**src/rtl/mint_pkg.sv**
```systemverilog
package mint_pkg;
  localparam int unsigned N_EXT_DEF = 14;
  localparam int unsigned N_SRC_DEF = N_EXT_DEF + 2;
  localparam int unsigned IDX_W_DEF = $clog2(N_SRC_DEF);

  typedef enum logic {
    RULE_STD = 1'b0,
    RULE_DBG = 1'b1
  } rule_e;
endpackage

```
**src/rtl/mint_flags.sv**
```systemverilog
module mint_flags #(
  parameter int unsigned N_EXT = mint_pkg::N_EXT_DEF,
  localparam int unsigned N_SRC = N_EXT + 2,
  localparam int unsigned IDX_W = $clog2(N_SRC)
) (
  input  logic             clk,
  input  logic             rst_n,
  input  logic [N_EXT-1:0] ext_irq,
  input  logic             dlog_pulse,
  input  logic             rtos_pulse,
  input  logic             set_we,
  input  logic [N_SRC-1:0] set_data,
  input  logic             clr_fire,
  input  logic [IDX_W-1:0] clr_idx,
  output logic [N_SRC-1:0] pend_q
);
  logic [N_SRC-1:0] raise;
  logic [N_SRC-1:0] drop;

  always_comb begin
    raise = {rtos_pulse, dlog_pulse, ext_irq};
    if (set_we) raise = raise | set_data;
    drop = '0;
    if (clr_fire) drop[clr_idx] = 1'b1;
  end

  // A raise in the same cycle beats the clear.
  always_ff @(posedge clk) begin
    if (!rst_n) pend_q <= '0;
    else        pend_q <= (pend_q & ~drop) | raise;
  end

  assert_line_latch_R2: assert property (@(posedge clk) disable iff (!rst_n)
    (|ext_irq) |=> ((pend_q[N_EXT-1:0] & $past(ext_irq)) == $past(ext_irq)));
  assert_dlog_R3: assert property (@(posedge clk) disable iff (!rst_n)
    dlog_pulse |=> pend_q[N_EXT]);
  assert_rtos_R3: assert property (@(posedge clk) disable iff (!rst_n)
    rtos_pulse |=> pend_q[N_EXT+1]);
  assert_or_write_R4: assert property (@(posedge clk) disable iff (!rst_n)
    set_we |=> ((pend_q & $past(set_data)) == $past(set_data)));
  assert_ack_clear_R10: assert property (@(posedge clk) disable iff (!rst_n)
    (clr_fire && !raise[clr_idx]) |=> !pend_q[$past(clr_idx)]);
  assert_raise_wins_R11: assert property (@(posedge clk) disable iff (!rst_n)
    (clr_fire && raise[clr_idx]) |=> pend_q[$past(clr_idx)]);
  assert_no_drop_R12: assert property (@(posedge clk) disable iff (!rst_n)
    !clr_fire |=> ((pend_q & $past(pend_q)) == $past(pend_q)));
endmodule

```
**src/rtl/mint_enables.sv**
```systemverilog
module mint_enables #(
  parameter int unsigned N_SRC = mint_pkg::N_SRC_DEF
) (
  input  logic             clk,
  input  logic             rst_n,
  input  logic             ien_we,
  input  logic [N_SRC-1:0] ien_data,
  input  logic             dbg_we,
  input  logic [N_SRC-1:0] dbg_data,
  input  logic             gmask_set,
  input  logic             gmask_clr,
  input  logic             ack_fire,
  output logic [N_SRC-1:0] ien_q,
  output logic [N_SRC-1:0] dbg_q,
  output logic             gmask_q
);
  always_ff @(posedge clk) begin
    if (!rst_n) begin
      ien_q   <= '0;
      dbg_q   <= '0;
      gmask_q <= 1'b1;
    end else begin
      if (ien_we) ien_q <= ien_data;
      if (dbg_we) dbg_q <= dbg_data;
      if (gmask_set || ack_fire) gmask_q <= 1'b1;
      else if (gmask_clr)        gmask_q <= 1'b0;
    end
  end

  assert_mask_set_R6: assert property (@(posedge clk) disable iff (!rst_n)
    gmask_set |=> gmask_q);
  assert_mask_clr_R6: assert property (@(posedge clk) disable iff (!rst_n)
    (gmask_clr && !gmask_set && !ack_fire) |=> !gmask_q);
  assert_ack_masks_R10: assert property (@(posedge clk) disable iff (!rst_n)
    ack_fire |=> gmask_q);
  assert_mask_hold_R12: assert property (@(posedge clk) disable iff (!rst_n)
    (!ack_fire && !gmask_set && !gmask_clr) |=> $stable(gmask_q));
endmodule

```
**src/rtl/mint_select.sv**
```systemverilog
module mint_select #(
  parameter int unsigned N_SRC = mint_pkg::N_SRC_DEF,
  localparam int unsigned IDX_W = $clog2(N_SRC)
) (
  input  logic             clk,
  input  logic             rst_n,
  input  logic [N_SRC-1:0] pend,
  input  logic [N_SRC-1:0] ien,
  input  logic [N_SRC-1:0] dbg,
  input  logic             gmask,
  input  logic             rt_emu,
  input  logic             cpu_halted,
  output logic             valid,
  output logic [IDX_W-1:0] idx
);
  import mint_pkg::*;

  rule_e            rule;
  logic [N_SRC-1:0] gate;
  logic [N_SRC-1:0] elig;

  always_comb begin
    rule = (rt_emu && cpu_halted) ? RULE_DBG : RULE_STD;
    if (rule == RULE_DBG) gate = dbg;
    else                  gate = gmask ? '0 : '1;
    elig  = pend & ien & gate;
    valid = |elig;
    idx   = '0;
    for (int i = N_SRC - 1; i >= 0; i--) begin
      if (elig[i]) idx = IDX_W'(i);
    end
  end

  assert_offer_enabled_R9: assert property (@(posedge clk) disable iff (!rst_n)
    valid |-> (pend[idx] && ien[idx]));
  assert_std_mask_R7: assert property (@(posedge clk) disable iff (!rst_n)
    (valid && !(rt_emu && cpu_halted)) |-> !gmask);
  assert_dbg_enable_R8: assert property (@(posedge clk) disable iff (!rst_n)
    (valid && rt_emu && cpu_halted) |-> dbg[idx]);
endmodule

```
**src/rtl/mint_ctrl.sv**
```systemverilog
module mint_ctrl #(
  parameter int unsigned N_EXT = mint_pkg::N_EXT_DEF,
  localparam int unsigned N_SRC = N_EXT + 2,
  localparam int unsigned IDX_W = $clog2(N_SRC)
) (
  input  logic             clk,
  input  logic             rst_n,
  input  logic [N_EXT-1:0] ext_irq,
  input  logic             dlog_pulse,
  input  logic             rtos_pulse,
  input  logic             pend_or_we,
  input  logic [N_SRC-1:0] pend_or_data,
  input  logic             ien_we,
  input  logic [N_SRC-1:0] ien_data,
  input  logic             dbg_ien_we,
  input  logic [N_SRC-1:0] dbg_ien_data,
  input  logic             gmask_set,
  input  logic             gmask_clr,
  input  logic             rt_emu,
  input  logic             cpu_halted,
  output logic             irq_valid,
  output logic [IDX_W-1:0] irq_index,
  input  logic             irq_ready,
  output logic [N_SRC-1:0] pend_flags,
  output logic             gmask
);
  logic [N_SRC-1:0] ien_q;
  logic [N_SRC-1:0] dbg_q;
  logic             ack_fire;

  assign ack_fire = irq_valid && irq_ready;

  mint_flags #(.N_EXT(N_EXT)) u_flags (
    .clk(clk), .rst_n(rst_n), .ext_irq(ext_irq),
    .dlog_pulse(dlog_pulse), .rtos_pulse(rtos_pulse),
    .set_we(pend_or_we), .set_data(pend_or_data),
    .clr_fire(ack_fire), .clr_idx(irq_index), .pend_q(pend_flags)
  );

  mint_enables #(.N_SRC(N_SRC)) u_enables (
    .clk(clk), .rst_n(rst_n),
    .ien_we(ien_we), .ien_data(ien_data),
    .dbg_we(dbg_ien_we), .dbg_data(dbg_ien_data),
    .gmask_set(gmask_set), .gmask_clr(gmask_clr), .ack_fire(ack_fire),
    .ien_q(ien_q), .dbg_q(dbg_q), .gmask_q(gmask)
  );

  mint_select #(.N_SRC(N_SRC)) u_select (
    .clk(clk), .rst_n(rst_n), .pend(pend_flags), .ien(ien_q), .dbg(dbg_q),
    .gmask(gmask), .rt_emu(rt_emu), .cpu_halted(cpu_halted),
    .valid(irq_valid), .idx(irq_index)
  );
endmodule

```
**config.mk**
```make
export PLATFORM = sky130hd
export DESIGN_NAME = mint_ctrl
export DESIGN_NICKNAME = d
export VERILOG_FILES = /design/src/rtl/mint_pkg.sv /design/src/rtl/mint_flags.sv /design/src/rtl/mint_enables.sv /design/src/rtl/mint_select.sv /design/src/rtl/mint_ctrl.sv
export SDC_FILE = /design/constraint.sdc
export NUM_CORES = 1
export LEC_CHECK = 0
export ABC_CLOCK_PERIOD_IN_PS = 3980
export BUFFER_PORTS_ARGS = -buffer_cell sky130_fd_sc_hd__buf_2
export CORE_ASPECT_RATIO = 0.8
export CORE_MARGIN = 2
export CORE_UTILIZATION = 53
export CTS_CLUSTER_DIAMETER = 50
export DETAILED_ROUTE_END_ITERATION = 6
export GPL_ROUTABILITY_DRIVEN = 0
export PLACE_DENSITY = 0.88
export SLEW_MARGIN = 20
export SYNTH_ARGS = -nofsm -noshare
export SYNTH_HDL_FRONTEND = slang
export SYNTH_HIERARCHICAL = 1
export SYNTH_SLANG_ARGS = --single-unit
```
**constraint.sdc**
```tcl
create_clock -name clk -period 3.98 [get_ports clk]
set_clock_uncertainty 0.05 [all_clocks]
set_input_delay 0.398 -clock clk [delete_from_list [all_inputs] [get_ports clk]]
set_output_delay 0.398 -clock clk [all_outputs]
set_load 0.01 [all_outputs]
```
==> flow_metrics.py, run 1 <==
metrics = {
    "run_status": {
        "status": "complete, no violations",
    },
    "worst_setup_path": {
        "cp-startpoint": "u_enables/gmask_q",
        "critical_path.endpoint": "irq_index[1]",
        "crit_path_max_incr_delay_ns": 0.37,
        "crit_path_cell_trace": "a21o_4, a21oi_2, o221ai_1, a311oi_1, o31a_1, buf_2",
        "worst-endpoint-arrival_ns": 2.08,
        "required_ns": 3.53,
        "timing.rr.end": "u_flags/pend_q[1]",
        "cp_slowest_cell": "dfxtp_1",
        "crit_type": "register to output pin",
        "startpoint_type": "register",
        "end_kind": "output pin",
        "path_max_fanout": 14,
        "ff2ff_setup_slack_ns": 1.64,
        "r2r_cells": 9,
        "worstReg2RegStart": "u_enables/gmask_q",
    },
    "drt": {
        "via_count": 2258,
        "dr.pass1.iters": 4,
        "wl_per_cell_microns": 14.95,
        "routed_wl_microns": 6190,
        "viasPerCell": 5.454,
        "drtIter0Drc": 121,
        "ant_nets": 0,
        "drc": 0,
    },
    "logic_synthesis": {
        "synth_compound_area_share_pct": 21.82,
        "async_flop_share_pct": 0,
        "ys.warnings.count": 6,
        "synth-edff-count": 0,
        "synth_xor_area_share_pct": 0,
        "yosysSeqAreaShare_pct": 39.06,
        "synth_flop_cell": "dfxtp_1",
        "synthAdderAreaFrac_pct": 0,
        "synth_cell_types": 47,
        "synth_top_family_by_area": "compound AO/OA/AOI/OAI gates",
        "syn_avg_cell_area_sq_um": 9.440,
        "synthSimpleGateAreaFrac_pct": 20.48,
        "synth.ff_latch_count": 49,
        "syn-num-nets": 340,
        "synthCells": 266,
        "synthMuxAreaShare_pct": 12.76,
        "syn-cell-area_sq_mm": 0.002511,
    },
    "placed_design": {
        "placed_area_sq_mm": 0.002918,
        "numPortBuffers": 95,
        "dp_cells": 406,
        "dp_hpwl_microns": 4755,
    },
    "timing": {
        "finalSetupTns_ns": 0,
        "slew_violations": 0,
        "layout_min_cycle_time_ns": 2.530,
        "hold-worst-slack_ns": 0.2623,
        "min_period_over_period_pct": 63.56,
        "fmax_mhz": 395.3,
        "hold_violations": 0,
        "setup_viol": 0,
        "rsz0062_at_grt": "false",
        "worst_pin_slew_ns": 0.6449,
        "slew_headroom_pct": 57.01,
    },
    "clock_tree": {
        "cts_tree": "yes",
        "ctsHoldBuffers": 0,
        "h-tree-depth": 2,
        "cts-root-buf": "clkbuf_8",
        "clk_path_buf_depth": 2,
        "ctsResizeCount": 0,
        "cts.sinks": 49,
        "numCtsBuffers": 5,
        "clk_pin_slew_ns": 0.09,
        "cts_setup_buffers": 0,
        "worstSkewPairLatency_ns": 0.31,
    },
    "power_and_ir_drop": {
        "power.density_mw_per_mm2": 340.6,
        "swShare_pct": 27.12,
        "power_frac_clock_pct": 30.1,
        "vdd_drop_max_mv": 0.2238,
        "p_leak_nw": 1.358,
        "p_int_w": 0.0007482,
        "p_seq_share_pct": 53.3,
        "switchingPower_w": 0.0002784,
        "combPwrFrac_pct": 16.6,
    },
    "cells_and_area": {
        "fin_cells": 414,
        "fillers": 427,
        "drive_gt1_share_pct": 34.18,
        "final_nets": 427,
        "area_growth_pct": 20.03,
        "final_cell_area_sq_mm": 0.003014,
        "antenna_cells": 0,
    },
    "floorplanning": {
        "design.die.area_sq_mm": 0.005308,
        "pin_count": 96,
        "rows": 22,
        "start_util_pct": 54.96,
        "placeableCoreArea_sq_mm": 0.004569,
        "dieHeight_microns": 65.57,
        "die_w_microns": 80.96,
    },
    "global_route": {
        "grt_pass1_vias": 2074,
        "grt_first_pass_wirelength_microns": 9818,
        "grt_usage_pct": 24.50,
        "met3_usage_pct": 4.670,
        "grt.met1_usage_pct": 34.50,
        "grt_max_degree": 50,
        "grt_overflow": 0,
        "top_usage_layer": "met2",
        "globalRouteMet2Util_pct": 36.78,
        "grt_antenna_before_repair": 0,
    },
    "job": {
        "cap_violations": 0,
    },
    "min_path": {
        "hp-class": "input port to register",
    },
}
-- per-stage QoR --
stage | total power [W] | setup WS (ns) | utilization [%]
6_report | 0.001027 | 1.450 | 65.96
5_1_grt | 0.001074 | 1.244 | 65.96
4_1_cts | 0.001032 | 1.446 | 65.96
3_5_place_dp | 0.0007273 | 1.378 | 63.86
3_3_place_gp | 0.0007231 | 1.481 | 63.86
2_1_floorplan | 0.0006617 | 1.542 | -
-- per-layer routing --
| metal | wire length (microns) | vias to the layer above |
|---|---|---|
| met5 | 0 | - |
| met4 | 114 | 0 |
| met3 | 537 | 13 |
| met2 | 2702 | 113 |
| met1 | 2835 | 1014 |
| li1 | - | 1118 |
-- worst min path at each step --
stage,start,endpoint,slack [ns],depth (start not counted)
3_5_place_dp,u_flags/pend_q[3],u_flags/pend_q[3],0.45,2
2_1_floorplan,u_enables/dbg_q[5],u_enables/dbg_q[5],0.42,2
3_3_place_gp,u_flags/pend_q[3],u_flags/pend_q[3],0.43,2
6_report,gmask_set,u_enables/gmask_q,0.26,3
5_1_grt,ext_irq[3],u_flags/pend_q[3],0.28,3
4_1_cts,gmask_set,u_enables/gmask_q,0.26,3
-- cell usage in the layout (no fill, tap or decap), drive strengths merged, types with 5 or more instances in the layout --
| cell type | synthesis | final |
|---|---|---|
| buf | 10 | 95 |
| dfxtp | 49 | 49 |
| nor2b | 33 | 33 |
| mux2i | 32 | 32 |
| a21oi | 31 | 31 |
| o21ai | 18 | 18 |
| a21boi | 16 | 16 |
| nand3 | 14 | 14 |
| nand2 | 13 | 13 |
| clkbuf | 5 | 6 |
| o211ai | 5 | 5 |
| and2 | 5 | 5 |
| and3 | 5 | 5 |
-- Yosys cell counts (2+ instances only) --
cell      count  share of area [%]
a21boi_0     11                3.3
a21boi_1      5                1.5
a21oi_1      26                5.2
a21oi_2       4                1.4
and2_1        3               0.75
and3_2        3               0.90
buf_12        2                1.6
buf_6         7                3.1
clkbuf_1      4               0.60
dfxtp_1      49                 39
mux2i_1      32                 13
nand2_1      13                1.9
nand2b_1      4                1.0
nand3_1      14                2.8
nand3b_1      4                1.2
nor2_1        4               0.60
nor2b_1      33                8.2
o211ai_1      4                1.2
o21ai_0      13                2.6
o21ai_1       4               0.80
-- cell families (layout without fill, tap and decap cells) --
| kind of cell | count (synthesis) | count (layout) |
|---|---|---|
| flip-flops | 49 | 49 |
| AND/OR/NAND/NOR | 88 | 88 |
| multiplexers | 32 | 32 |
| AO/OA/AOI/OAI | 81 | 81 |
| buffers and inverters | 16 | 104 |
-- area by class of cell --
type | count | area, sq um | area share (%)
Clock buffer | 6 | 82.58 | 2.740
Timing Repair Buffer | 95 | 475.5 | 15.77
Multi-Input combinational cell | 201 | 1383 | 45.87
Sequential cell | 49 | 980.9 | 32.54
Tap cell | 60 | 75.07 | 2.491
Inverter | 1 | 3.754 | 0.1245
Clock inverter | 2 | 13.76 | 0.4566
-- sequential cells by signal (all words and copies together), names as in the netlist --
| register | cells |
|---|---|
| u_enables/gmask_q | 1 |
| u_enables/ien_q | 16 |
| u_flags/pend_q | 16 |
| u_enables/dbg_q | 16 |
-- worst max-delay path, delay by kind of cell (launching register included) --
family,cells,cell delay [ns]
compound gates,5,1.23
flops,1,0.37
buf+inv,1,0.17
-- power groups by stage --
stage | logic (W) | registers, W | clock network (W)
after floorplan | 0.000106 | 0.000555 | 0
after global placement | 0.000166 | 0.000557 | 0
after detailed placement | 0.000169 | 0.000558 | 0
after CTS | 0.000170 | 0.000547 | 0.000315
after global routing | 0.000188 | 0.000552 | 0.000335
final | 0.000170 | 0.000547 | 0.000309
(Power assumes the default switching activity.)
==> inputs of run 2 (changes only) <==
--- a/config.mk
+++ b/config.mk
@@ -5,15 +5,15 @@
 export SDC_FILE = /design/constraint.sdc
 export NUM_CORES = 1
 export LEC_CHECK = 0
-export ABC_CLOCK_PERIOD_IN_PS = 3980
+export ABC_CLOCK_PERIOD_IN_PS = 2200
 export BUFFER_PORTS_ARGS = -buffer_cell sky130_fd_sc_hd__buf_2
 export CORE_ASPECT_RATIO = 0.8
 export CORE_MARGIN = 2
-export CORE_UTILIZATION = 53
+export CORE_UTILIZATION = 44
 export CTS_CLUSTER_DIAMETER = 50
 export DETAILED_ROUTE_END_ITERATION = 6
 export GPL_ROUTABILITY_DRIVEN = 0
-export PLACE_DENSITY = 0.88
+export PLACE_DENSITY = 0.78
 export SLEW_MARGIN = 20
 export SYNTH_ARGS = -nofsm -noshare
 export SYNTH_HDL_FRONTEND = slang
==> constraint.sdc (replaced) <==
create_clock -name clk -period 2.2 [get_ports clk]
set_clock_uncertainty 0.05 [all_clocks]
set_input_delay 0.22 -clock clk [delete_from_list [all_inputs] [get_ports clk]]
set_output_delay 0.22 -clock clk [all_outputs]
set_load 0.01 [all_outputs]
==> run 2 against run 1 <==
The flow now finishes with violations (setup timing); core utilization shrank 4.4 points; register-to-register slack lost 1.8 ns; sequential cell count is the same; power rose by 97%; clock power increased by 120%; worst setup slack worse by 1.6 ns; design area is 12% higher; global-route usage shrank 3.1 points; via count up 4.1%.
==> flow_metrics.py, run 2 (synthesized netlist as in run 1, its figures left out) <==
metrics = {
    "min_path": {
        "hp-class": "input port to register",
    },
    "placed_design": {
        "numPortBuffers": 95,
        "post-place-ws_ns": -0.1914,
        "dp_cells": 436,
        "dp_hpwl_microns": 5023,
    },
    "timing": {
        "rsz0062_at_grt": "true",
        "hold_violations": 0,
        "setup_viol": 15,
        "min_period_over_period_pct": 108.5,
        "slew_violations": 0,
        "layout_min_cycle_time_ns": 2.388,
        "worst_slack_ns": -0.1876,
        "fmax_mhz": 418.8,
        "slew_headroom_pct": 58.04,
        "finalSetupTns_ns": -1.168,
        "worst_pin_slew_ns": 0.6294,
    },
    "cells_and_area": {
        "fillers": 481,
        "fin_cells": 453,
        "top_regs": "u_enables/dbg_q (16), u_enables/ien_q (16), u_flags/pend_q (16)",
        "final_nets": 448,
        "drive_gt1_share_pct": 43.73,
        "final_common_cell": "buf_2",
        "final_cell_mix": "93 x buf_2, 47 x dfxtp_1, 32 x mux2i_1, 32 x nor2b_1, 20 x a21oi_1",
        "final_core_utilization_pct": 61.58,
        "antenna_cells": 0,
        "area_growth_pct": 34.03,
    },
    "drt": {
        "wl_per_cell_microns": 15.47,
        "drtIter0Drc": 158,
        "drc": 0,
        "viasPerCell": 5.188,
        "via_count": 2350,
        "dr.pass1.iters": 4,
        "routed_wl_microns": 7006,
        "ant_nets": 0,
    },
    "worst_setup_path": {
        "crit_type": "register to output pin",
        "path_max_fanout": 6,
        "timing.rr.end": "u_flags/pend_q[8]",
        "startpoint_type": "register",
        "required_ns": 1.93,
        "r2r_cells": 8,
        "end_kind": "output pin",
        "worstReg2RegStart": "u_enables/gmask_q",
        "critical_path.endpoint": "irq_index[1]",
        "ff2ff_setup_slack_ns": -0.11,
        "worst-endpoint-arrival_ns": 2.12,
        "cp-startpoint": "u_enables/gmask_q",
    },
    "clock_tree": {
        "cts-root-buf": "clkbuf_8",
        "clk_pin_slew_ns": 0.09,
        "cts.sinks": 49,
        "h-tree-depth": 2,
        "clk_path_buf_depth": 2,
        "cts_tree": "yes",
        "numCtsBuffers": 5,
        "worstSkewPairLatency_ns": 0.31,
    },
    "global_route": {
        "grt_overflow": 0,
        "grt_pass1_vias": 2220,
        "grt_max_degree": 50,
        "grt_usage_pct": 21.38,
        "grt_first_pass_wirelength_microns": 10430,
        "grt_antenna_before_repair": 0,
    },
    "floorplanning": {
        "design.die.area_sq_mm": 0.006331,
        "die_w_microns": 88.46,
        "start_util_pct": 45.95,
        "rows": 24,
        "pin_count": 96,
        "placeableCoreArea_sq_mm": 0.005465,
        "dieHeight_microns": 71.57,
    },
    "run_status": {
        "status": "finished, violations left",
        "violations": "setup timing",
    },
    "power_and_ir_drop": {
        "power.density_mw_per_mm2": 601.7,
        "p_leak_nw": 1.490,
        "vdd_drop_max_mv": 0.3742,
        "finalPower_w": 0.002025,
    },
    "job": {
        "cap_violations": 0,
    },
}
[run 2: worst max-delay path, stage by stage (launching register included)]
cell	delay, ns
dfxtp_4	0.38
a21oi_4	0.24
o211ai_1	0.23
a211oi_2	0.32
a311oi_1	0.08
o31a_1	0.30
buf_4	0.15
buf_6	0.11
[run 2: power breakdown]
| group | internal [W] | leakage [nW] | switching [W] |
|---|---|---|---|
| Combinational | 0.000187 | 1.02 | 0.000175 |
| Clock | 0.000370 | 0.0574 | 0.000303 |
| Sequential | 0.000945 | 0.408 | 0.0000467 |
[run 2: worst min path at each step]
stage,startpoint,endpoint,slack (ns),depth (start not counted)
floorplan,gmask_set,u_enables/gmask_q,0.28,2
global placement,gmask_set,u_enables/gmask_q,0.38,3
detailed placement,gmask_set,u_enables/gmask_q,0.39,3
CTS,gmask_set,u_enables/gmask_q,0.06,3
global route,gmask_set,u_enables/gmask_q,0.09,3
finish,gmask_set,u_enables/gmask_q,0.07,3
[run 2: area by class of cell]
type                       count  area, sq um  share of cell area (%)
inverter                       1        3.754                  0.1115
clock buffer                   6        82.58                   2.454
sequential                    49        985.9                   29.29
multi-input combinational    202         1516                   45.06
tap                           78        97.59                   2.900
timing repair buffer         115        641.9                   19.07
clock inverter                 2        37.54                   1.115
[run 2: metrics by stage]
| stage | hold slack (ns) | cell area [sq um] |
|---|---|---|
| after floorplan | 0.2808 | 2521 |
| after detailed placement | 0.3886 | 3040 |
| final | 0.06700 | 3366 |
| after global placement | 0.3827 | 3040 |
| after global routing | 0.09011 | 3366 |
| after CTS | 0.05904 | 3263 |
[run 2: routing by layer]
metal | GRT usage (%) | wire [microns]
met2 | 32.41 | 3038
met4 | 6.061 | 142
met5 | 0 | 0
met1 | 30.12 | 3311
met3 | 5.645 | 513
[run 2: what timing repair did]
action	in CTS	in global routing
setup buffers	4	4
endpoints found under the setup margin	22	22
hold buffers	0	0
gates cloned	1	0
gates resized for setup	14	24
pin swaps	10	8
